--- config.mk ---
export PLATFORM = sky130hd
export DESIGN_NAME = vtlb_xlate
export DESIGN_NICKNAME = d
export VERILOG_FILES = /design/src/rtl/vtlb_xlate.sv
export SDC_FILE = /design/constraint.sdc
export NUM_CORES = 2
export LEC_CHECK = 0
export CAP_MARGIN = 20
export CORE_MARGIN = 8
export CORE_UTILIZATION = 60
export CTS_CLUSTER_DIAMETER = 50
export DETAILED_ROUTE_END_ITERATION = 8
export PLACE_DENSITY_LB_ADDON = 0.15
export SYNTH_ARGS = -nofsm -noshare
export SYNTH_HDL_FRONTEND = slang
export SYNTH_SLANG_ARGS = --single-unit
export TNS_END_PERCENT = 5
--- constraint.sdc ---
create_clock -name clk -period 6.1 [get_ports clk]
set_input_delay 0.61 -clock clk [delete_from_list [all_inputs] [get_ports clk]]
set_output_delay 0.61 -clock clk [all_outputs]
set_load 0.005 [all_outputs]
--- src/rtl/vtlb_xlate.sv ---
module vtlb_xlate #(
  parameter int ENTRIES = 64,
  parameter int ASIDW   = 8,
  localparam int IW     = $clog2(ENTRIES)
) (
  input  logic             clk,
  input  logic             rst_n,
  input  logic             req_valid,
  input  logic [31:0]      req_addr,
  input  logic             req_write,
  input  logic             req_priv,
  input  logic [ASIDW-1:0] cur_asid,
  input  logic             single_virt,
  input  logic             xlat_en,
  input  logic [IW-1:0]    wrap_bound,
  input  logic             ld_en,
  input  logic [IW-1:0]    ld_idx,
  input  logic [21:0]      ld_vpn,
  input  logic [21:0]      ld_ppn,
  input  logic [ASIDW-1:0] ld_asid,
  input  logic             ld_valid,
  input  logic             ld_shared,
  input  logic             ld_dirty,
  input  logic [1:0]       ld_size,
  input  logic [1:0]       ld_prot,
  output logic             done,
  output logic             fault,
  output logic [11:0]      fault_code,
  output logic [31:0]      phys_addr,
  output logic [IW-1:0]    repl_idx
);
  localparam logic [IW-1:0] LAST = IW'(ENTRIES - 1);
  localparam logic [11:0] C_MISS_RD = 12'h040;
  localparam logic [11:0] C_MISS_WR = 12'h060;
  localparam logic [11:0] C_INIT_WR = 12'h080;
  localparam logic [11:0] C_VIOL_RD = 12'h0A0;
  localparam logic [11:0] C_VIOL_WR = 12'h0C0;
  localparam logic [11:0] C_AERR_RD = 12'h0E0;
  localparam logic [11:0] C_AERR_WR = 12'h100;
  localparam logic [11:0] C_MULTI   = 12'h140;

  function automatic logic [21:0] page_mask(input logic [1:0] sz);
    case (sz)
      2'd0:    page_mask = 22'h3FFFFF;
      2'd1:    page_mask = 22'h3FFFFC;
      2'd2:    page_mask = 22'h3FFFC0;
      default: page_mask = 22'h3FFC00;
    endcase
  endfunction

  logic [21:0]      e_vpn  [ENTRIES];
  logic [21:0]      e_ppn  [ENTRIES];
  logic [ASIDW-1:0] e_asid [ENTRIES];
  logic [1:0]       e_sz   [ENTRIES];
  logic [1:0]       e_pr   [ENTRIES];
  logic [ENTRIES-1:0] e_v, e_sh, e_d;

  always_ff @(posedge clk) begin
    if (ld_en) begin
      e_vpn[ld_idx]  <= ld_vpn;
      e_ppn[ld_idx]  <= ld_ppn;
      e_asid[ld_idx] <= ld_asid;
      e_sz[ld_idx]   <= ld_size;
      e_pr[ld_idx]   <= ld_prot;
      e_sh[ld_idx]   <= ld_shared;
      e_d[ld_idx]    <= ld_dirty;
    end
  end

  always_ff @(posedge clk or negedge rst_n) begin
    if (!rst_n)     e_v <= '0;
    else if (ld_en) e_v[ld_idx] <= ld_valid;
  end

  wire use_asid = !single_virt || !req_priv;

  logic [ENTRIES-1:0] hit;
  for (genvar g = 0; g < ENTRIES; g++) begin : g_cmp
    assign hit[g] = e_v[g]
                 && (e_sh[g] || !use_asid || e_asid[g] == cur_asid)
                 && ((req_addr[31:10] & page_mask(e_sz[g])) == (e_vpn[g] & page_mask(e_sz[g])));
  end

  logic [IW-1:0] sel;
  always_comb begin
    sel = '0;
    for (int i = ENTRIES - 1; i >= 0; i--)
      if (hit[i]) sel = IW'(i);
  end

  wire        multi   = |(hit & (hit - 1'b1));
  wire [1:0]  sel_pr  = e_pr[sel];
  wire        sel_d   = e_d[sel];
  wire [31:0] off_msk = ~{page_mask(e_sz[sel]), 10'b0};
  wire [31:0] tlb_pa  = ({e_ppn[sel], 10'b0} & ~off_msk) | (req_addr & off_msk);

  wire in_p12   = req_addr[31:30] == 2'b10;
  wire in_p4    = &req_addr[31:29];
  wire bypass   = in_p12 || in_p4;
  wire sq_win   = in_p4 && req_addr <= 32'hE4000000;
  wire addr_err = bypass && !req_priv && !sq_win;
  wire search   = req_valid && !bypass && xlat_en;

  logic [11:0] code_n;
  logic [31:0] pa_n;
  always_comb begin
    code_n = '0;
    pa_n   = '0;
    if (bypass) begin
      if (addr_err) code_n = req_write ? C_AERR_WR : C_AERR_RD;
      else          pa_n   = in_p12 ? {3'b000, req_addr[28:0]} : req_addr;
    end else if (!xlat_en) begin
      pa_n = {3'b000, req_addr[28:0]};
    end else if (hit == '0) begin
      code_n = req_write ? C_MISS_WR : C_MISS_RD;
    end else if (multi) begin
      code_n = C_MULTI;
    end else if ((!req_priv && !sel_pr[1]) || (req_write && !sel_pr[0])) begin
      code_n = req_write ? C_VIOL_WR : C_VIOL_RD;
    end else if (req_write && !sel_d) begin
      code_n = C_INIT_WR;
    end else begin
      pa_n = tlb_pa;
    end
  end

  wire [IW-1:0] repl_inc = IW'(repl_idx + 1'b1);
  wire [IW-1:0] repl_nx  = (repl_inc == wrap_bound || repl_inc == LAST) ? '0 : repl_inc;

  always_ff @(posedge clk or negedge rst_n) begin
    if (!rst_n) begin
      done       <= 1'b0;
      fault      <= 1'b0;
      fault_code <= '0;
      phys_addr  <= '0;
      repl_idx   <= '0;
    end else begin
      done <= req_valid;
      if (req_valid) begin
        fault_code <= code_n;
        phys_addr  <= pa_n;
        fault      <= code_n != '0;
      end
      if (search) repl_idx <= repl_nx;
    end
  end


  done_follows_req_chk: assert property (@(posedge clk) disable iff (!rst_n)
    req_valid |=> done);

  done_idle_chk: assert property (@(posedge clk) disable iff (!rst_n)
    !req_valid |=> !done);

  low_window_map_chk: assert property (@(posedge clk) disable iff (!rst_n)
    req_valid && req_priv && req_addr[31:30] == 2'b10 |=>
      !fault && phys_addr == {3'b000, $past(req_addr[28:0])});

  multi_wins_chk: assert property (@(posedge clk) disable iff (!rst_n)
    search && multi |=> fault_code == C_MULTI);

  repl_range_chk: assert property (@(posedge clk) disable iff (!rst_n)
    repl_idx != LAST);

  repl_hold_chk: assert property (@(posedge clk) disable iff (!rst_n)
    !search |=> $stable(repl_idx));

  fault_code_set_chk: assert property (@(posedge clk) disable iff (!rst_n)
    done && fault |-> (fault_code == C_MISS_RD || fault_code == C_MISS_WR ||
      fault_code == C_INIT_WR || fault_code == C_VIOL_RD || fault_code == C_VIOL_WR ||
      fault_code == C_AERR_RD || fault_code == C_AERR_WR || fault_code == C_MULTI));
endmodule

After elaboration in Yosys (flattened, before gate mapping)
Memories as Yosys holds them, arrays and structs flattened.
Index checks and enable logic that the tools add are counted.

storage, ports and cells
  register bits = 244
  bits in writable memories = 3584
  bits of input ports = 119
  output and inout port bits = 52
  word-level logic and storage cells = 917
  memories kept = 5

memory list
  memory  depth  bits a word  rd ports  clocked after memory_dff  wr ports  RTL line  text
  e_ppn   64     22           1         0                         1         52        logic [21:0] e_ppn [ENTRIES];
  e_vpn   64     22           64        0                         1         51        logic [21:0] e_vpn [ENTRIES];
  e_asid  64     8            64        0                         1         53        logic [ASIDW-1:0] e_asid [ENTRIES];
  e_pr    64     2            1         0                         1         55        logic [1:0] e_pr [ENTRIES];
  e_sz    64     2            65        0                         1         54        logic [1:0] e_sz [ENTRIES];

cells by class
  add/sub/neg operators = 2
  magnitude comparators = 4
  eq/ne operators = 261
  mux-type cells = 157
  bitwise operators = 134
  reduce and logical (&&, ||, !) cells = 346

operators by type and width
  cell                                                count
  AND 22 bit                                          128
  case mux 10 bit (3 select lines)                    65
  == test 22 bit                                      64
  == test 8 bit                                       64
  two-way mux 6 bit                                   66
  two-way mux 32 bit                                  8
  bitwise mux 64 bit                                  3
  logical AND 1 bit                                   137
  == test 2 bit, second input constant                66
  logical OR 1 bit                                    132
  == test 2 x 1 -> 1 bit, second input constant       65
  logical NOT 2 bit                                   65
  AND 32 bit                                          2
  AND 64 bit                                          1
  logical NOT 64 bit                                  1
  NOT 32 bit                                          2
  OR reduction 64 bit                                 1
  subtractor 64 x 1 -> 64 bit, second input constant  1
  two-way mux 9 bit                                   5
  <= comparator 32 bit, second input constant         1
  bitwise OR 32 bit                                   1
  two-way mux 8 bit                                   2
  < comparator 6 x 7 -> 1 bit, second input constant  2
  two-way mux 12 bit                                  1
  other kinds (11)                                    21

Depth between registers and ports, before layout
An unclocked memory read counts as a cell.

  word-level depth = 84
  gate-level depth with buffers = 31
  gate-level depth less buffers = 18

Worst setup path before layout
No wires, ideal clock.

  path type = input to register
  start point = in req_addr[23]
  end point = reg phys_addr[10]
  library setup time = 124 ps
  arrival time = 5416 ps
  data required time = 5976 ps
  slack = 560 ps
  stages = 25
  buffers on the path = 8
  cell sequence = buf_2 -> buf_4 -> buf_2 -> buf_2 -> xnor2_1 -> nand4b_1 -> nor4_1 -> and4_1 -> o21ai_0 -> a21boi_1 -> o2111ai_1 -> a2111oi_0 -> a2111oi_0 -> o211ai_2 -> buf_6 -> buf_6 -> buf_6 -> buf_2 -> mux2i_1 -> a21oi_1 -> a211oi_1 -> a21oi_1 -> mux4_2 -> nor3b_1 -> o31a_1

on the way
  longest elaborated chain between the ends = 80
  elaborated cells on any way between the ends = 292
  those cells by class = add/sub (1); order compare (1); eq/ne (66); mux (74); bitwise (70); reduce/logical (77); memory (3)

ends and longest elaborated chain
  element                                RTL line  text
  start: declaration                     9         input logic [31:0] req_addr,
  AND 22 bit                             81        && ((req_addr[31:10] & page_mask(e_sz[g])) == (e_vpn[g] & page_mask(e_sz[g])));
  == test 22 bit                         81
  logical AND 1 bit                      81
  two-way mux 6 bit (64 in a row)        88        if (hit[i]) sel = IW'(i);
  memory read (64 x 2 bit)               -
  == test 2 bit (tied with other cells)  43        case (sz)
  case mux 10 bit (3 select lines)       43
  NOT 32 bit                             94        wire [31:0] off_msk = ~{page_mask(e_sz[sel]), 10'b0};
  NOT 32 bit                             95        wire [31:0] tlb_pa = ({e_ppn[sel], 10'b0} & ~off_msk) | (req_addr & off_msk);
  AND 32 bit                             95
  bitwise OR 32 bit                      95
  two-way mux 32 bit                     120       end else if (req_write && !sel_d) begin
  two-way mux 32 bit                     118       end else if ((!req_priv && !sel_pr[1]) || (req_write && !sel_pr[0])) begin
  two-way mux 32 bit                     116       end else if (multi) begin
  two-way mux 32 bit                     114       end else if (hit == '0) begin
  two-way mux 32 bit                     112       end else if (!xlat_en) begin
  two-way mux 32 bit (*)                 109       if (bypass) begin
  end signal: assignment                 141       phys_addr <= pa_n;
  end: declaration                       29        output logic [31:0] phys_addr,

Every way passes the cells marked *; elsewhere a longest branch is shown, timed or not. The select of a mux whose other input is x is not followed.
A chain may end at the register's enable or synchronous reset.

==> flow_summary.html <==
<table>
<tr><th>Metric</th><th>Value</th></tr>
<tr><th colspan="2">Die</th></tr>
<tr><td>FP Rows</td><td>~190</td></tr>
<tr><td>Die Width</td><td>539.6 um</td></tr>
<tr><td>Number of top-level design ports</td><td>171</td></tr>
<tr><td>Die outline area</td><td>291100 um^2</td></tr>
<tr><td>Starting density of the core</td><td>approximately three fifths</td></tr>
<tr><td>Area of the core</td><td>273100 um^2</td></tr>
<tr><td>Chip height</td><td>539.6 um</td></tr>
<tr><th colspan="2">Yosys</th></tr>
<tr><td>Yosys cell types</td><td>105</td></tr>
<tr><td>Number of register bits inferred by synthesis</td><td>3820</td></tr>
<tr><td>Ys async rst share</td><td>2.827%</td></tr>
<tr><td>Top post-synthesis cells by area</td><td>sky130_fd_sc_hd__edfxtp_1 68%, sky130_fd_sc_hd__xnor2_1 6.4%, sky130_fd_sc_hd__xor2_1 4.3%</td></tr>
<tr><td>Area share of the leading cell type in the synthesized netlist</td><td>between 60 and 70%</td></tr>
<tr><td>Mapped Cells</td><td>11310</td></tr>
<tr><td>Fraction of synthesized cell area in xor and xnor cells</td><td>10.73%</td></tr>
<tr><td>Number of enable-type register cells in the synthesized netlist</td><td>about 3700</td></tr>
<tr><td>Summed instance area of the synthesized netlist</td><td>about 160000 um^2</td></tr>
<tr><td>Part of the Yosys area used for sequential elements</td><td>69.42%</td></tr>
<tr><td>Dominant combinational cell family by area after synthesis</td><td>XOR/XNOR gates</td></tr>
<tr><td>Synthesized-area fraction occupied by ao, oa, aoi and oai cells</td><td>4.695%</td></tr>
<tr><td>Synthesized-area fraction occupied by and/or/nand/nor cells</td><td>about a tenth</td></tr>
<tr><td>Adder-cell share of the synthesized area</td><td>0.02130%</td></tr>
<tr><td>Post-synthesis cell type with the largest combined area</td><td>sky130_fd_sc_hd__edfxtp_1</td></tr>
<tr><td>Avg Synthesized Cell Area</td><td>~15 um^2</td></tr>
<tr><td>Most used flip-flop cell after synthesis</td><td>sky130_fd_sc_hd__edfxtp_1</td></tr>
<tr><td>Yosys Warn Count</td><td>0</td></tr>
<tr><td>Share of synthesized area spent on multiplexers</td><td>2.857%</td></tr>
<tr><th colspan="2">Power and ir drop</th></tr>
<tr><td>Worst vdd ir</td><td>between 0.0003 and 0.0004 V</td></tr>
<tr><td>Power density over the cells</td><td>292.6 nW/um^2</td></tr>
<tr><td>Static leakage</td><td>0.06965 uW</td></tr>
<tr><td>Total power</td><td>58290 uW</td></tr>
<tr><th colspan="2">STA</th></tr>
<tr><td>Minimum setup slack in the final design</td><td>-0.01114 ns</td></tr>
<tr><td>Max-slew violation count</td><td>0</td></tr>
<tr><td>Number of setup violations in the final report</td><td>2</td></tr>
<tr><td>Relative slew slack</td><td>15.68%</td></tr>
<tr><td>Hold Fails Final Rpt</td><td>0</td></tr>
<tr><td>Post-layout minimum cycle time</td><td>6.111 ns</td></tr>
<tr><td>Final Cycle Share</td><td>100.2%</td></tr>
<tr><td>Tightest Pin Transition</td><td>approximately 1.3 ns</td></tr>
<tr><td>Worst Hold Margin</td><td>0.04613 ns</td></tr>
<tr><td>Worst Skew</td><td>0.06646 ns</td></tr>
<tr><td>Max Fclk</td><td>163.6 MHz</td></tr>
<tr><th colspan="2">Critical path</th></tr>
<tr><td>Critical Path Start Type</td><td>flop</td></tr>
<tr><td>Critical path endpoint category</td><td>flop</td></tr>
<tr><td>Cell family with most CP delay</td><td>compound AO/OA/AOI/OAI gates</td></tr>
<tr><td>Maximum fanout encountered on the critical timing path</td><td>10</td></tr>
<tr><td>Worst endpoint required time</td><td>6.99 ns</td></tr>
<tr><td>Ordered cell list for the critical path</td><td>xnor2_1, nand4_1, o21ai_0, nand4b_1, and2_1, a211oi_1, o2111ai_1, o221ai_4, buf_4, nand2_1, and3_1, a211oi_1, o32ai_2, a211oi_2, nor3b_4, nand3_2, a211oi_4, buf_4, buf_6, a22o_1</td></tr>
<tr><td>Bufs and invs on worst path</td><td>3</td></tr>
<tr><td>Slowest-stage cell, CP</td><td>sky130_fd_sc_hd__o21ai_0</td></tr>
<tr><td>Largest incremental delay on the critical path</td><td>0.60 ns</td></tr>
<tr><td>CP arrival</td><td>7.00 ns</td></tr>
<tr><td>Type of the worst setup path</td><td>reg2reg</td></tr>
<tr><th colspan="2">GRT</th></tr>
<tr><td>Met3 usage</td><td>8.952%</td></tr>
<tr><td>Pin count of the biggest net entering global routing</td><td>65</td></tr>
<tr><td>Number of global-route vias before repair</td><td>108900</td></tr>
<tr><td>Global routing usage on met1</td><td>between 50% and 60%</td></tr>
<tr><td>Overflow left after global routing</td><td>0</td></tr>
<tr><td>Gr usage total</td><td>37.89%</td></tr>
<tr><td>Global-route wire length before repair</td><td>792900 um</td></tr>
<tr><td>Antenna violations before repair</td><td>27</td></tr>
<tr><td>Busiest layer in global routing</td><td>met2</td></tr>
<tr><td>M2 GR Usage</td><td>57.98%</td></tr>
<tr><th colspan="2">Clocking</th></tr>
<tr><td>Clock transition at path regs</td><td>around 0.060 ns</td></tr>
<tr><td>Clock tree from TritonCTS</td><td>yes</td></tr>
<tr><td>Master cell of the clock root buffer</td><td>sky130_fd_sc_hd__clkbuf_16</td></tr>
<tr><td>Inserted Clock Buffers</td><td>422</td></tr>
<tr><td># clock sinks</td><td>3820</td></tr>
<tr><td>Worst skew pair latency</td><td>slightly below 1 ns</td></tr>
<tr><td>Bufs on Longest Clock Path</td><td>4</td></tr>
<tr><td>H-Tree Level Count</td><td>5</td></tr>
<tr><th colspan="2">Flow run</th></tr>
<tr><td>Number of maximum-capacitance constraint violations</td><td>0</td></tr>
<tr><th colspan="2">Cells and area</th></tr>
<tr><td>Count of nets after finishing</td><td>13280</td></tr>
<tr><td>Highest-count cells in the layout ignoring fill and taps</td><td>3712 x sky130_fd_sc_hd__edfxtp_1, 1639 x sky130_fd_sc_hd__buf_4, 1318 x sky130_fd_sc_hd__nand2_1</td></tr>
<tr><td>Fillers</td><td>17320</td></tr>
<tr><td>Area Overhead vs Synth</td><td>21.11%</td></tr>
<tr><td>Layout cell share with drive strength beyond 1</td><td>21.51%</td></tr>
<tr><td>Most common cell after layout, fill and taps aside</td><td>sky130_fd_sc_hd__edfxtp_1</td></tr>
<tr><th colspan="2">Route</th></tr>
<tr><td>WL/cell</td><td>33.19 um</td></tr>
<tr><td>Drc violations</td><td>0</td></tr>
<tr><td>Iter 0 DRT Violations</td><td>15950</td></tr>
<tr><td>Via total after detailed routing</td><td>~110k</td></tr>
<tr><td>Iteration count of the initial detailed-routing pass</td><td>6</td></tr>
<tr><td>Total wirelength of the detailed-routed design</td><td>approximately 570000 um</td></tr>
<tr><td>Post-DR vias/cell</td><td>6.463</td></tr>
<tr><td>Post-route antenna net violation count</td><td>0</td></tr>
<tr><th colspan="2">Placed design</th></tr>
<tr><td>Count of input and output buffers</td><td>162</td></tr>
<tr><td>Final HPWL DP</td><td>377000 um</td></tr>
<tr><td>Pre-CTS WS</td><td>-1.256 ns</td></tr>
<tr><td>Final weighted congestion in routability-driven placement</td><td>0.9993</td></tr>
<tr><th colspan="2">Outcome</th></tr>
<tr><td>Outcome</td><td>finished, violations left</td></tr>
<tr><td>Violated checks</td><td>negative setup slack</td></tr>
<tr><th colspan="2">Worst hold path</th></tr>
<tr><td>Tightest Hold Check Type</td><td>in2reg</td></tr>
</table>
what timing repair did:
action                                 in CTS  in global routing
gates resized for setup                    29                114
buffers inserted                            7                 15
setup endpoints to repair                  36                 36
gates cloned                                0                  3
endpoints found under the hold margin      55                  3
pin swaps                                   5                 42
hold buffers                                6                  1
Yosys cell counts (all sizes together) (52+ instances only):
cell type,count
buf,434
nor4,172
mux2i,349
xnor2,1203
and3,173
mux2,97
xor2,811
nand3,541
nor3,104
o21ai,212
nand2,1320
clkbuf,155
nand4,345
or4,97
dfrtp,108
edfxtp,3712
o41ai,52
a21oi,182
a211oi,145
nor2,210
o211ai,69
o21bai,73
power breakdown:
part,switching [uW],leakage [uW],internal [uW]
registers,169,0.0348,29100
logic,1970,0.0280,1160
clock network,10800,0.00687,15100
total,12900,0.0696,45400
area by class of cell:
cell class                      instances  area, um^2  share of cell area, %
Timing Repair Buffer                 2006       18030                  9.053
Sequential cell                      3820      114200                  57.32
Inverter                               52       195.2                0.09799
Clock inverter                        266        2990                  1.501
Tap cell                             3589        4491                  2.254
Antenna cell                           28       70.07                0.03518
Multi-Input combinational cell       6858       48090                  24.14
Clock buffer                          514       11150                  5.599
final timing paths:
check | depth (start not counted) | startpoint | slack [ns] | end
min in group asynchronous | 2 | rst_n | 0.23 | fault_code[8]
max in group asynchronous | 3 | rst_n | 4.67 | e_v[6]
worst min register to register | 1 | phys_addr[0] | 0.51 | phys_addr[0]
worst min-delay path | 1 | ld_ppn[19] | 0.05 | e_ppn[5][19]
worst max register to register | 20 | e_asid[24][3] | -0.01 | phys_addr[9]
worst max-delay path | 20 | e_asid[24][3] | -0.01 | phys_addr[9]
sequential cells by signal (all words and copies together) (netlist names):
name and flops:
repl_idx 6, e_v 64, e_d 64, e_sz 128, e_ppn 1408, fault 1
done 1, fault_code 4, e_vpn 1408, phys_addr 32, e_pr 128, e_asid 512
e_sh 64
worst register-to-register path: stages (launching register included):
cell                        delay [ns]
sky130_fd_sc_hd__edfxtp_1         0.39
sky130_fd_sc_hd__xnor2_1          0.22
sky130_fd_sc_hd__nand4_1          0.14
sky130_fd_sc_hd__o21ai_0          0.60
sky130_fd_sc_hd__nand4b_1         0.22
sky130_fd_sc_hd__and2_1           0.25
sky130_fd_sc_hd__a211oi_1         0.54
sky130_fd_sc_hd__o2111ai_1        0.39
sky130_fd_sc_hd__o221ai_4         0.45
sky130_fd_sc_hd__buf_4            0.40
sky130_fd_sc_hd__nand2_1          0.09
sky130_fd_sc_hd__and3_1           0.17
sky130_fd_sc_hd__a211oi_1         0.31
sky130_fd_sc_hd__o32ai_2          0.16
sky130_fd_sc_hd__a211oi_2         0.31
sky130_fd_sc_hd__nor3b_4          0.50
sky130_fd_sc_hd__nand3_2          0.21
sky130_fd_sc_hd__a211oi_4         0.26
sky130_fd_sc_hd__buf_4            0.15
sky130_fd_sc_hd__buf_6            0.13
sky130_fd_sc_hd__a22o_1           0.15
stage by stage:
| step | std cells | TNS, ns | area [um^2] | utilization, % |
|---|---|---|---|---|
| final | 17130 | -0.01606 | 199200 | 72.93 |
| after global routing | 17110 | -0.4091 | 199100 | 72.91 |
| after CTS | 17080 | 0 | 198200 | 72.57 |
| after detailed placement | 16290 | -38.46 | 183800 | 67.28 |
| after global placement | 16280 | -40.07 | 183700 | 67.25 |
| after floorplan | 11320 | 0 | 164500 | - |
layer usage:
metal / share of wire, % / up-vias
met5: 0.0062 / -
met4: 6.4 / 6
met3: 12 / 1583
met2: 45 / 7393
met1: 37 / 55500
li1: - / 46260
kinds of logic after synthesis:
| family | after synthesis |
|---|---|
| xor+xnor | 2014 |
| mux | 451 |
| buf+inv | 641 |
| simple gates | 3286 |
| other cells | 1 |
| compound gates | 1096 |
| flops | 3820 |
| fa+ha+maj | 3 |
Note: power is estimated with default switching activity, not from simulation.
